<file path="src/rtl/tmu_pkg.sv">
package tmu_pkg;

   typedef enum logic [2:0] {
      Q_LOW    = 3'd0,
      Q_HIGH   = 3'd1,
      Q_IGNORE = 3'd2,
      Q_RISE   = 3'd3,
      Q_FALL   = 3'd4,
      Q_TOGGLE = 3'd5,
      Q_STEADY = 3'd6,
      Q_SPARE  = 3'd7
   } qual_e;

   typedef enum logic [2:0] {
      F_PAT    = 3'd0,
      F_NPAT   = 3'd1,
      F_GT     = 3'd2,
      F_GE     = 3'd3,
      F_LT     = 3'd4,
      F_LE     = 3'd5,
      F_INRNG  = 3'd6,
      F_OUTRNG = 3'd7
   } func_e;

   localparam int KIND_LEVEL      = 0;
   localparam int KIND_LEVEL_EDGE = 1;
   localparam int KIND_MAG        = 2;
   localparam int KIND_MAG_EDGE   = 3;
   localparam int KIND_RANGE      = 4;
   localparam int KIND_RANGE_EDGE = 5;

   function automatic bit kind_has_edges(int k);
      return (k == KIND_LEVEL_EDGE) || (k == KIND_MAG_EDGE) || (k == KIND_RANGE_EDGE);
   endfunction

   function automatic bit kind_has_mag(int k);
      return k >= KIND_MAG;
   endfunction

   function automatic bit kind_has_range(int k);
      return k >= KIND_RANGE;
   endfunction

endpackage

</file>
<file path="src/rtl/tmu_bit_qual.sv">
module tmu_bit_qual
   import tmu_pkg::*;
#(
   parameter int WIDTH     = 16,
   parameter bit HAS_EDGES = 1'b1
) (
   input  logic               clk,
   input  logic               rst_n,
   input  logic [WIDTH-1:0]   trig_i,
   input  logic [3*WIDTH-1:0] qual_i,
   output logic [WIDTH-1:0]   lvl_ok_o,
   output logic [WIDTH-1:0]   edge_ok_o,
   output logic [WIDTH-1:0]   care_o
);

   logic [WIDTH-1:0] prev_q;
   logic             prev_ok_q;

   generate
      if (HAS_EDGES) begin : g_hist
         always_ff @(posedge clk or negedge rst_n) begin
            if (!rst_n) begin
               prev_q    <= '0;
               prev_ok_q <= 1'b0;
            end else begin
               prev_q    <= trig_i;
               prev_ok_q <= 1'b1;
            end
         end
      end else begin : g_nohist
         assign prev_q    = '0;
         assign prev_ok_q = 1'b0;
      end

      for (genvar i = 0; i < WIDTH; i++) begin : g_bit
         qual_e q;
         logic  lvl, edg;
         assign q = qual_e'(qual_i[3*i +: 3]);

         always_comb begin
            lvl = 1'b1;
            edg = 1'b1;
            unique case (q)
               Q_LOW:    lvl = ~trig_i[i];
               Q_HIGH:   lvl = trig_i[i];
               Q_RISE:   if (HAS_EDGES) edg = prev_ok_q & ~prev_q[i] & trig_i[i];
               Q_FALL:   if (HAS_EDGES) edg = prev_ok_q & prev_q[i] & ~trig_i[i];
               Q_TOGGLE: if (HAS_EDGES) edg = prev_ok_q & (prev_q[i] ^ trig_i[i]);
               Q_STEADY: if (HAS_EDGES) edg = prev_ok_q & ~(prev_q[i] ^ trig_i[i]);
               default:  ;
            endcase
         end

         assign lvl_ok_o[i]  = lvl;
         assign edge_ok_o[i] = edg;
         assign care_o[i]    = (q == Q_LOW) || (q == Q_HIGH);
      end
   endgenerate

endmodule

</file>
<file path="src/rtl/tmu_word_cmp.sv">
module tmu_word_cmp
   import tmu_pkg::*;
#(
   parameter int WIDTH     = 16,
   parameter bit HAS_MAG   = 1'b1,
   parameter bit HAS_RANGE = 1'b1
) (
   input  logic [WIDTH-1:0] trig_i,
   input  logic [WIDTH-1:0] opa_i,
   input  logic [WIDTH-1:0] opb_i,
   input  logic [WIDTH-1:0] care_i,
   input  logic [WIDTH-1:0] lvl_ok_i,
   input  logic [WIDTH-1:0] edge_ok_i,
   input  logic [2:0]       func_i,
   output logic             hit_o
);

   logic [WIDTH-1:0] word_m, lo_m, hi_m;
   logic             pat_ok, edges_ok, mag_hit, rng_hit;
   func_e            fsel;

   assign word_m   = trig_i & care_i;
   assign lo_m     = opa_i  & care_i;
   assign hi_m     = opb_i  & care_i;
   assign pat_ok   = &(lvl_ok_i & edge_ok_i);
   assign edges_ok = &edge_ok_i;
   assign fsel     = func_e'(func_i);

   generate
      if (HAS_MAG) begin : g_mag
         always_comb begin
            unique case (fsel)
               F_GT:    mag_hit = word_m >  lo_m;
               F_GE:    mag_hit = word_m >= lo_m;
               F_LT:    mag_hit = word_m <  lo_m;
               F_LE:    mag_hit = word_m <= lo_m;
               default: mag_hit = 1'b0;
            endcase
         end
      end else begin : g_nomag
         assign mag_hit = 1'b0;
      end

      if (HAS_RANGE) begin : g_rng
         logic inside_r;
         assign inside_r = (word_m >= lo_m) && (word_m <= hi_m);
         assign rng_hit  = (fsel == F_INRNG)  ?  inside_r :
                           (fsel == F_OUTRNG) ? ~inside_r : 1'b0;
      end else begin : g_norng
         assign rng_hit = 1'b0;
      end
   endgenerate

   always_comb begin
      unique case (fsel)
         F_PAT:             hit_o = pat_ok;
         F_NPAT:            hit_o = ~pat_ok;
         F_INRNG, F_OUTRNG: hit_o = edges_ok & rng_hit;
         default:           hit_o = edges_ok & mag_hit;
      endcase
   end

endmodule

</file>
<file path="src/rtl/tmu_event_count.sv">
module tmu_event_count #(
   parameter int CNT_W = 8,
   localparam int TGT_W = (CNT_W == 0) ? 1 : CNT_W
) (
   input  logic             clk,
   input  logic             rst_n,
   input  logic             hit_i,
   input  logic             raw_q_i,
   input  logic             en_i,
   input  logic             rearm_i,
   input  logic [TGT_W-1:0] target_i,
   output logic             cnt_hit_o
);

   generate
      if (CNT_W == 0) begin : g_nocnt
         assign cnt_hit_o = raw_q_i;
      end else begin : g_cnt
         logic [CNT_W-1:0] cnt_q;
         logic [CNT_W:0]   cnt_nxt;
         logic             done_q;

         assign cnt_nxt = {1'b0, cnt_q} + 1'b1;

         always_ff @(posedge clk or negedge rst_n) begin
            if (!rst_n) begin
               cnt_q  <= '0;
               done_q <= 1'b0;
            end else if (rearm_i) begin
               cnt_q  <= '0;
               done_q <= 1'b0;
            end else if (en_i && hit_i && !done_q) begin
               cnt_q <= cnt_nxt[CNT_W-1:0];
               if (cnt_nxt >= {1'b0, target_i}) done_q <= 1'b1;
            end
         end

         assign cnt_hit_o = en_i ? done_q : raw_q_i;
      end
   endgenerate

endmodule

</file>
<file path="src/rtl/trig_match_unit.sv">
module trig_match_unit #(
   parameter int WIDTH = 16,
   parameter int CNT_W = 8,
   parameter int KIND  = tmu_pkg::KIND_RANGE_EDGE,
   localparam int TGT_W = (CNT_W == 0) ? 1 : CNT_W,
   localparam int QW    = 3 * WIDTH
) (
   input  logic             clk,
   input  logic             rst_n,
   input  logic [WIDTH-1:0] trig_i,
   input  logic [QW-1:0]    qual_i,
   input  logic [2:0]       func_i,
   input  logic [WIDTH-1:0] opa_i,
   input  logic [WIDTH-1:0] opb_i,
   input  logic [TGT_W-1:0] cnt_target_i,
   input  logic             cnt_en_i,
   input  logic             rearm_i,
   output logic             raw_hit_o,
   output logic             cnt_hit_o
);

   localparam bit HAS_EDGES = tmu_pkg::kind_has_edges(KIND);
   localparam bit HAS_MAG   = tmu_pkg::kind_has_mag(KIND);
   localparam bit HAS_RANGE = tmu_pkg::kind_has_range(KIND);

   generate
      if (WIDTH < 1 || WIDTH > 256) begin : g_bad_width
         $error("trig_match_unit: WIDTH must lie in 1..256");
      end
      if (CNT_W < 0 || CNT_W > 32) begin : g_bad_cnt
         $error("trig_match_unit: CNT_W must lie in 0..32");
      end
      if (KIND < tmu_pkg::KIND_LEVEL || KIND > tmu_pkg::KIND_RANGE_EDGE) begin : g_bad_kind
         $error("trig_match_unit: KIND out of range");
      end
   endgenerate

   logic [WIDTH-1:0] lvl_ok, edge_ok, care;
   logic             hit_c, raw_q;

   tmu_bit_qual #(.WIDTH(WIDTH), .HAS_EDGES(HAS_EDGES)) u_qual (
      .clk       (clk),
      .rst_n     (rst_n),
      .trig_i    (trig_i),
      .qual_i    (qual_i),
      .lvl_ok_o  (lvl_ok),
      .edge_ok_o (edge_ok),
      .care_o    (care)
   );

   tmu_word_cmp #(.WIDTH(WIDTH), .HAS_MAG(HAS_MAG), .HAS_RANGE(HAS_RANGE)) u_cmp (
      .trig_i    (trig_i),
      .opa_i     (opa_i),
      .opb_i     (opb_i),
      .care_i    (care),
      .lvl_ok_i  (lvl_ok),
      .edge_ok_i (edge_ok),
      .func_i    (func_i),
      .hit_o     (hit_c)
   );

   always_ff @(posedge clk or negedge rst_n) begin
      if (!rst_n) raw_q <= 1'b0;
      else        raw_q <= hit_c;
   end

   assign raw_hit_o = raw_q;

   tmu_event_count #(.CNT_W(CNT_W)) u_cnt (
      .clk       (clk),
      .rst_n     (rst_n),
      .hit_i     (hit_c),
      .raw_q_i   (raw_q),
      .en_i      (cnt_en_i),
      .rearm_i   (rearm_i),
      .target_i  (cnt_target_i),
      .cnt_hit_o (cnt_hit_o)
   );

endmodule

</file>
<file path="config.mk">
export PLATFORM = sky130hd
export DESIGN_NAME = trig_match_unit
export DESIGN_NICKNAME = d
export VERILOG_FILES = /design/src/rtl/tmu_pkg.sv /design/src/rtl/tmu_bit_qual.sv /design/src/rtl/tmu_word_cmp.sv /design/src/rtl/tmu_event_count.sv /design/src/rtl/trig_match_unit.sv
export SDC_FILE = /design/constraint.sdc
export NUM_CORES = 1
export LEC_CHECK = 0
export ABC_AREA = 1
export BUFFER_PORTS_ARGS = -buffer_cell sky130_fd_sc_hd__buf_2
export CAP_MARGIN = 15
export CORE_ASPECT_RATIO = 1.25
export CORE_MARGIN = 2
export CORE_UTILIZATION = 40
export CTS_CLUSTER_SIZE = 25
export DETAILED_ROUTE_END_ITERATION = 8
export PLACE_DENSITY = 0.66
export RECOVER_POWER = 100
export SYNTH_ARGS = -nofsm -noshare
export SYNTH_HDL_FRONTEND = slang
export SYNTH_SLANG_ARGS = --single-unit
</file>
<file path="constraint.sdc">
create_clock -name clk -period 2.2 [get_ports clk]
set_input_delay 0.22 -clock clk [delete_from_list [all_inputs] [get_ports clk]]
set_output_delay 0.22 -clock clk [all_outputs]
set_load 0.02 [all_outputs]
</file>
==> run summary, run 1 <==
Status -> finished, violations left
Violated checks -> max-capacitance violations, max-slew violations
Drt pass-1 iters -> 4
Ports -> 113
Worst Path Required -> 2350 ps
Vias in the first global route -> 4451
# diodes -> 0
Fin area -> 5270 um2
Insertion delay to the later sink of the worst-skew pair -> 270 ps
Fin. max-slew vios -> 28
Reg2reg setup slack -> 40 ps
Starting Density -> 0.407
Endpoint, Worst Hold -> u_qual.prev_q[0]
Dpl cells -> 924
Register bit total from synthesis -> 27
Total Nets Final -> 960
Peak Freq -> 464 MHz
Overall Global Routing Usage -> 0.218
Largest net degree at the start of global routing -> 28
Max Cap Viol -> 1
Final Skew -> 3.74 ps
Rel. slew slack -> -0.102
Die Span Y -> 111 um
Netlist cell types -> 37
YS warnings -> 0
Worst Setup Start Kind -> flip-flop
WS Path Type -> reg -> reg
CORE AREA -> 9080 um2
Synth Net Count -> 773
TritonCTS clock tree -> built
Clk slew on worst S/H paths -> 70 ps
Main area contributors after synthesis -> nand2_1 20%, dfrtp_1 18%, ha_1 13%, inv_1 10%, nor2_1 6.5%
Crit path capture type -> flip-flop
Area grow syn2layout -> 42.8%
Worst VDD drop -> 0.267 mV
CP Max Fanout -> 8
Cell area after synthesis -> 3690 um2
Initial antenna violation count -> 0
Hold Path Depth -> 1
Register area share after synthesis -> 0.183
R2r worst-path depth -> 13
Die Span X -> 90.0 um
First-pass GRT wire length -> 18400 um
Clock Tree Buf Depth -> 2
Cells after Synth -> 623
Min-delay worst type -> in -> reg
# DRC -> 0
PwrDens -> 330 nW/um2
Hold-fix buffers at CTS -> 0
Layout cells sized above 1 -> 0.297
Clk sinks -> 27
Routed wire length -> 11300 um
Initial DRC Count -> 155
Final min period -> 2160 ps
Count leader, synth -> nand2_1
Gr ovfl total -> 0
Main synth FF type -> dfrtp_1
Detail Route Antenna Nets -> 0
Die ar. -> 10000 um2
Synthesized area per cell -> 5.93 um2
DPL Wire Length -> 9430 um
Layout Cells excl Fill -> 932
Crit Reg-Reg Endpoint -> u_cnt.g_cnt.cnt_q[2]
Vias per cell -> 4.87
WL per Instance -> 12.1 um
Yosys top cell area share -> 0.203
Port Buffers -> 112
Hold Startpoint -> trig_i[0]
R2R Path Start -> u_qual.prev_ok_q
Final setup fails -> 0
Rows -> 39
GP Congestion -> 0.863
Unrepaired setup endpoints after global routing -> true
Fin crit share -> 0.980
Top post-synthesis cells by count -> 200 x nand2_1, 99 x inv_1, 64 x nor2_1
Post-synth EDFFs -> 0
Worst-Margin Slew -> 1650 ps
Final Hold Viols -> 0
Placed cell area -> 4910 um2
Num CTS Buffers -> 3
CP arrival -> 2310 ps
Pleak -> 0.00292 uW
Async SR Flop Fraction -> 1.00
H-tree depth -> 1
Via Count -> 4539
Leading area contributor after synthesis -> nand2_1
Clk root buf -> clkbuf_16
==> layout by cell type (no fill, tap or decap), types with 16 or more instances in the layout <==
cell      Yosys  final
inv_1        99     97
buf_2         2    106
ha_1         39     35
nand2_1     200    195
clkbuf_1      1     18
buf_4         1     56
nor2_1       64     46
dfrtp_1      27     26
nand3_1      46     38
nand4_1      18     18
o21ai_0      20     16
a21oi_1      26     24
==> logic make-up after synthesis <==
logic type | synth area share
simple gates | 0.412
other cells | 0.00102
fa+ha+maj | 0.132
buf+inv | 0.116
xor+xnor | 0.0545
flops | 0.183
compound gates | 0.102
==> power by group <==
| group | switching [uW] | internal (uW) | total, uW |
|---|---|---|---|
| combinational | 436 | 346 | 782 |
| clock | 189 | 246 | 435 |
| sequential | 10.6 | 513 | 524 |
| total | 635 | 1110 | 1740 |
==> metrics by stage <==
step                utilization  TNS, ps  total power [uW]  hold slack (ps)  worst slack [ps]
finish                    0.581        0              1740              169              43.9
global route              0.581     -549              1880              205             -73.9
CTS                       0.550        0              1700             12.7              32.7
global placement          0.541    -2230              1240              298              -237
detailed placement        0.541    -2780              1260              301              -310
floorplan                     -        0               909            -75.6               199
==> critical path, cell delays in order, from the launching register on <==
cell and delay, ps:
dfrtp_2 390, buf_4 160, o21ai_0 90, nand3b_1 160
nand2_1 120, nand2_1 70, nor2_1 120, nand2_2 110
nor3_4 200, nand3_2 110, o21bai_4 220, nand2_4 130
nand3_1 90, nand2_1 70
==> what timing repair did <==
item                       in CTS  in global routing
setup endpoints to repair       8                 10
cloned                          0                  0
buffers inserted                0                  4
gates resized for setup         1                 77
pin swaps                       0                 24
==> layout make-up <==
cell class,count,area [um2]
clock buffers,3,75.1
well taps,123,154
flip-flops and latches,27,677
inverters,105,394
fillers,928,3800
clock inverters,1,5.00
repair buffers,187,1090
multi-input cells,486,2880
==> sequential cells by signal, indices dropped and copies added, names as in the netlist <==
signal,cells
u_qual.prev_ok_q,1
u_cnt.g_cnt.done_q,1
raw_hit_o,1
u_cnt.g_cnt.cnt_q,8
u_qual.prev_q,16
==> routing by layer <==
| layer | track usage | up-vias | part of all wire |
|---|---|---|---|
| li1 | - | 2370 | - |
| met1 | 0.240 | 2036 | 0.41 |
| met2 | 0.425 | 108 | 0.52 |
| met3 | 0.0230 | 25 | 0.037 |
| met4 | 0.0882 | 0 | 0.034 |
| met5 | 0 | - | 0 |
==> worst max path at each step <==
stage	depth (start not counted)	slack [ps]	from	end
after floorplan	15	200	qual_i[29]	u_cnt.g_cnt.cnt_q[1]
after global placement	17	-240	qual_i[28]	u_cnt.g_cnt.cnt_q[6]
after detailed placement	18	-310	qual_i[28]	u_cnt.g_cnt.cnt_q[1]
after CTS	16	30	qual_i[41]	u_cnt.g_cnt.cnt_q[1]
after global routing	18	-70	qual_i[29]	u_cnt.g_cnt.cnt_q[2]
final	13	40	u_qual.prev_ok_q	u_cnt.g_cnt.cnt_q[2]
No activity file was read; power rests on OpenSTA's default activity.
==> inputs of run 2 (changes only) <==
--- a/config.mk
+++ b/config.mk
@@ -9,7 +9,6 @@
 export BUFFER_PORTS_ARGS = -buffer_cell sky130_fd_sc_hd__buf_2
 export CAP_MARGIN = 15
 export CORE_ASPECT_RATIO = 1.25
-export CORE_MARGIN = 2
 export CORE_UTILIZATION = 40
 export CTS_CLUSTER_SIZE = 25
 export DETAILED_ROUTE_END_ITERATION = 8
==> constraint.sdc (replaced) <==
create_clock -name clk -period 2.69 [get_ports clk]
set_input_delay 0.269 -clock clk [delete_from_list [all_inputs] [get_ports clk]]
set_output_delay 0.269 -clock clk [all_outputs]
set_load 0.02 [all_outputs]
==> run 2 against run 1 <==
The flow still finishes with violations (max-capacitance violations, max-slew violations). First-iteration DRC count down 32%. Non-clock buffer count down 73. Sequential power down 18%. Register-to-register slack better by 440 ps. Sequential share of layout area up 2.5 points. Final cell count down 8.2%. Largest cell class unchanged. Global-route usage down 0.81 points. Via count down 8.5%. Critical path type is now in -> reg. Critical path depth up 4. Flip-flop and latch count unchanged.
==> run summary, run 2 (synthesis results as in run 1) <==
Total Nets Final -> 887 (-7.6%)
Pre-CTS WS -> 100 ps (+411 ps)
Vias in the first global route -> 3865 (-13%)
GP Congestion -> 0.941 (+9.0%)
Utilization after layout -> 0.498 (-0.0826)
Ports -> 113 (unchanged)
Violated checks -> max-capacitance violations, max-slew violations
Routed wire length -> 9900 um (-12%)
R2r worst-path depth -> 13 (unchanged)
Drt pass-1 iters -> 4 (unchanged)
Layout Cells excl Fill -> 856 (-8.2%)
TritonCTS clock tree -> built
Status -> finished, violations left
Post-route setup slack -> 377 ps (+333 ps)
CP dominant cell by count -> nand2_1
Clk slew on worst S/H paths -> 110 ps (+40 ps)
Initial DRC Count -> 106 (-32%)
Worst Setup Start Kind -> primary input
Fin. max-slew vios -> 28 (unchanged)
Final Skew -> 4.79 ps (+1.04 ps)
WS Path Type -> in -> reg
Vias per cell -> 4.85 (-0.38%)
Min-delay worst type -> in -> reg
Peak Freq -> 432 MHz
Sw Share -> 0.392 (+0.0266)
Worst VDD drop -> 0.175 mV (-34%)
Layout cells sized above 1 -> 0.154 (-0.143)
Register name with the most flops -> u_qual.prev_q
Clk root buf -> clkbuf_8
Dpl cells -> 852 (-7.8%)
Combinational Power Share -> 0.423 (-0.026)
Layout fillers -> 953 (+2.7%)
Gr ovfl total -> 0 (unchanged)
Worst Path Required -> 2870 ps (+520 ps)
Most common cell after layout, fill and taps aside -> nand2_1
Initial antenna violation count -> 0 (unchanged)
First-pass GRT wire length -> 16000 um (-13%)
Port Buffers -> 112 (unchanged)
Num CTS Buffers -> 3 (unchanged)
Starting Density -> 0.418 (+0.0107)
H-tree depth -> 1 (unchanged)
Biggest regs -> u_qual.prev_q (16), u_cnt.g_cnt.cnt_q (8)
Area grow syn2layout -> 19.3%
Final TNS setup -> 0 ps (unchanged)
Pleak -> 0.00252 uW (-14%)
Levels on crit path -> 17 (+4)
Clock Tree Buf Depth -> 2 (unchanged)
R2R Path Start -> u_cnt.g_cnt.cnt_q[0]
Clk sinks -> 27 (unchanged)
Insertion delay to the later sink of the worst-skew pair -> 290 ps (+20 ps)
CORE AREA -> 8840 um2 (-2.6%)
Fin crit share -> 0.860
Critical path cell sequence -> clkbuf_1 > inv_1 > nor3_1 > ha_1 > nand2_1 > inv_1 > o21ai_0 > nand2_1 > a21oi_1 > nand3_1 > nand2_1 > nand2_1 > nor2_1 > o21bai_4 > buf_4 > nand4_1 > nand2_1
Setup crit end -> u_cnt.g_cnt.cnt_q[5]
Final min period -> 2310 ps
Crit Reg-Reg Endpoint -> u_cnt.g_cnt.done_q
Sequential Power Share -> 0.359 (+0.058)
Worst-Margin Slew -> 1680 ps (+30.8 ps)
Die ar. -> 9620 um2 (-4.0%)
DPL Wire Length -> 8570 um (-9.1%)
Rel. slew slack -> -0.123 (-0.0205)
NetSw -> 467 uW (-26%)
Max reg flops -> 16 (unchanged)
Via Count -> 4153 (-8.5%)
Die Span Y -> 109 um (-1.8%)
Hold-fix buffers at CTS -> 0 (unchanged)
Crit path from -> trig_i[9]
Die Span X -> 88.0 um (-2.2%)
Detail Route Antenna Nets -> 0 (unchanged)
Clk pwr share -> 0.218 (-0.032)
Unrepaired setup endpoints after global routing -> false
Setup bufs post-CTS -> 0 (unchanged)
Reg2reg setup slack -> 480 ps (+440 ps)
CP bufs+invs -> 4 (+3)
Largest net degree at the start of global routing -> 28 (unchanged)
WHS -> 127 ps (-42.8 ps)
CP arrival -> 2500 ps (+190 ps)
# diodes -> 0 (unchanged)
Slowest cell on crit path -> ha_1
Rows -> 38 (-2.6%)
Max Cap Viol -> 1 (unchanged)
Crit path capture type -> flip-flop
Most frequent cells in the layout -> 200 x nand2_1, 99 x inv_1, 93 x buf_2
Final Hold Viols -> 0 (unchanged)
# DRC -> 0 (unchanged)
CP Max Fanout -> 8 (unchanged)
Overall Global Routing Usage -> 0.210 (-0.00814)
Post-CTS Resized -> 0 (-1)
PwrDens -> 271 nW/um2 (-18%)
Final setup fails -> 0 (unchanged)
P_int -> 726 uW (-34%)
CP peak stage delay -> 310 ps (-80 ps)
Largest delay share family, worst path -> simple AND/OR/NAND/NOR gates
WL per Instance -> 11.6 um (-4.3%)
run 2: cell count changes in the layout (fill, tap and decap cells not counted), sizes merged:
cell    previous run  this run
clkbuf            23        22
buf              167        95
run 2: worst min path at each step:
stage              start           endpoint  cells after the start
2_1_floorplan      rst_n          raw_hit_o                      0
3_3_place_gp       rst_n  u_qual.prev_q[13]                      1
3_5_place_dp       rst_n  u_qual.prev_q[13]                      1
4_1_cts            rst_n  u_qual.prev_q[13]                      1
5_1_grt        trig_i[7]   u_qual.prev_q[7]                      1
6_report       trig_i[9]   u_qual.prev_q[9]                      1
run 2: power groups by stage:
stage	logic [uW]	registers (uW)	clock network [uW]
floorplan	309	435	0
global placement	501	436	0
detailed placement	511	437	0
CTS	513	429	268
global route	583	431	284
finish	505	429	260
run 2: through the flow:
step / total power [uW] / cell area, um2
final: 1190 / 4410
after global routing: 1300 / 4410
after CTS: 1210 / 4430
after detailed placement: 948 / 4390
after global placement: 937 / 4390
after floorplan: 744 / 3690
run 2: area by class of cell:
type | count | area, um2 | area share
Timing Repair Buffer | 114 | 552 | 0.125
Clock buffer | 3 | 41.3 | 0.00937
Inverter | 105 | 394 | 0.0894
Multi-Input combinational cell | 486 | 2590 | 0.587
Sequential cell | 27 | 676 | 0.153
Tap cell | 120 | 150 | 0.0341
Clock inverter | 1 | 5.00 | 0.00114
run 2: per-layer routing:
metal	routed length (um)	vias to the layer above	global-route usage
li1	-	2222	-
met3	357	17	0.0225
met4	204	0	0.0621
met5	0	-	0
met2	5030	98	0.405
met1	4310	1816	0.239
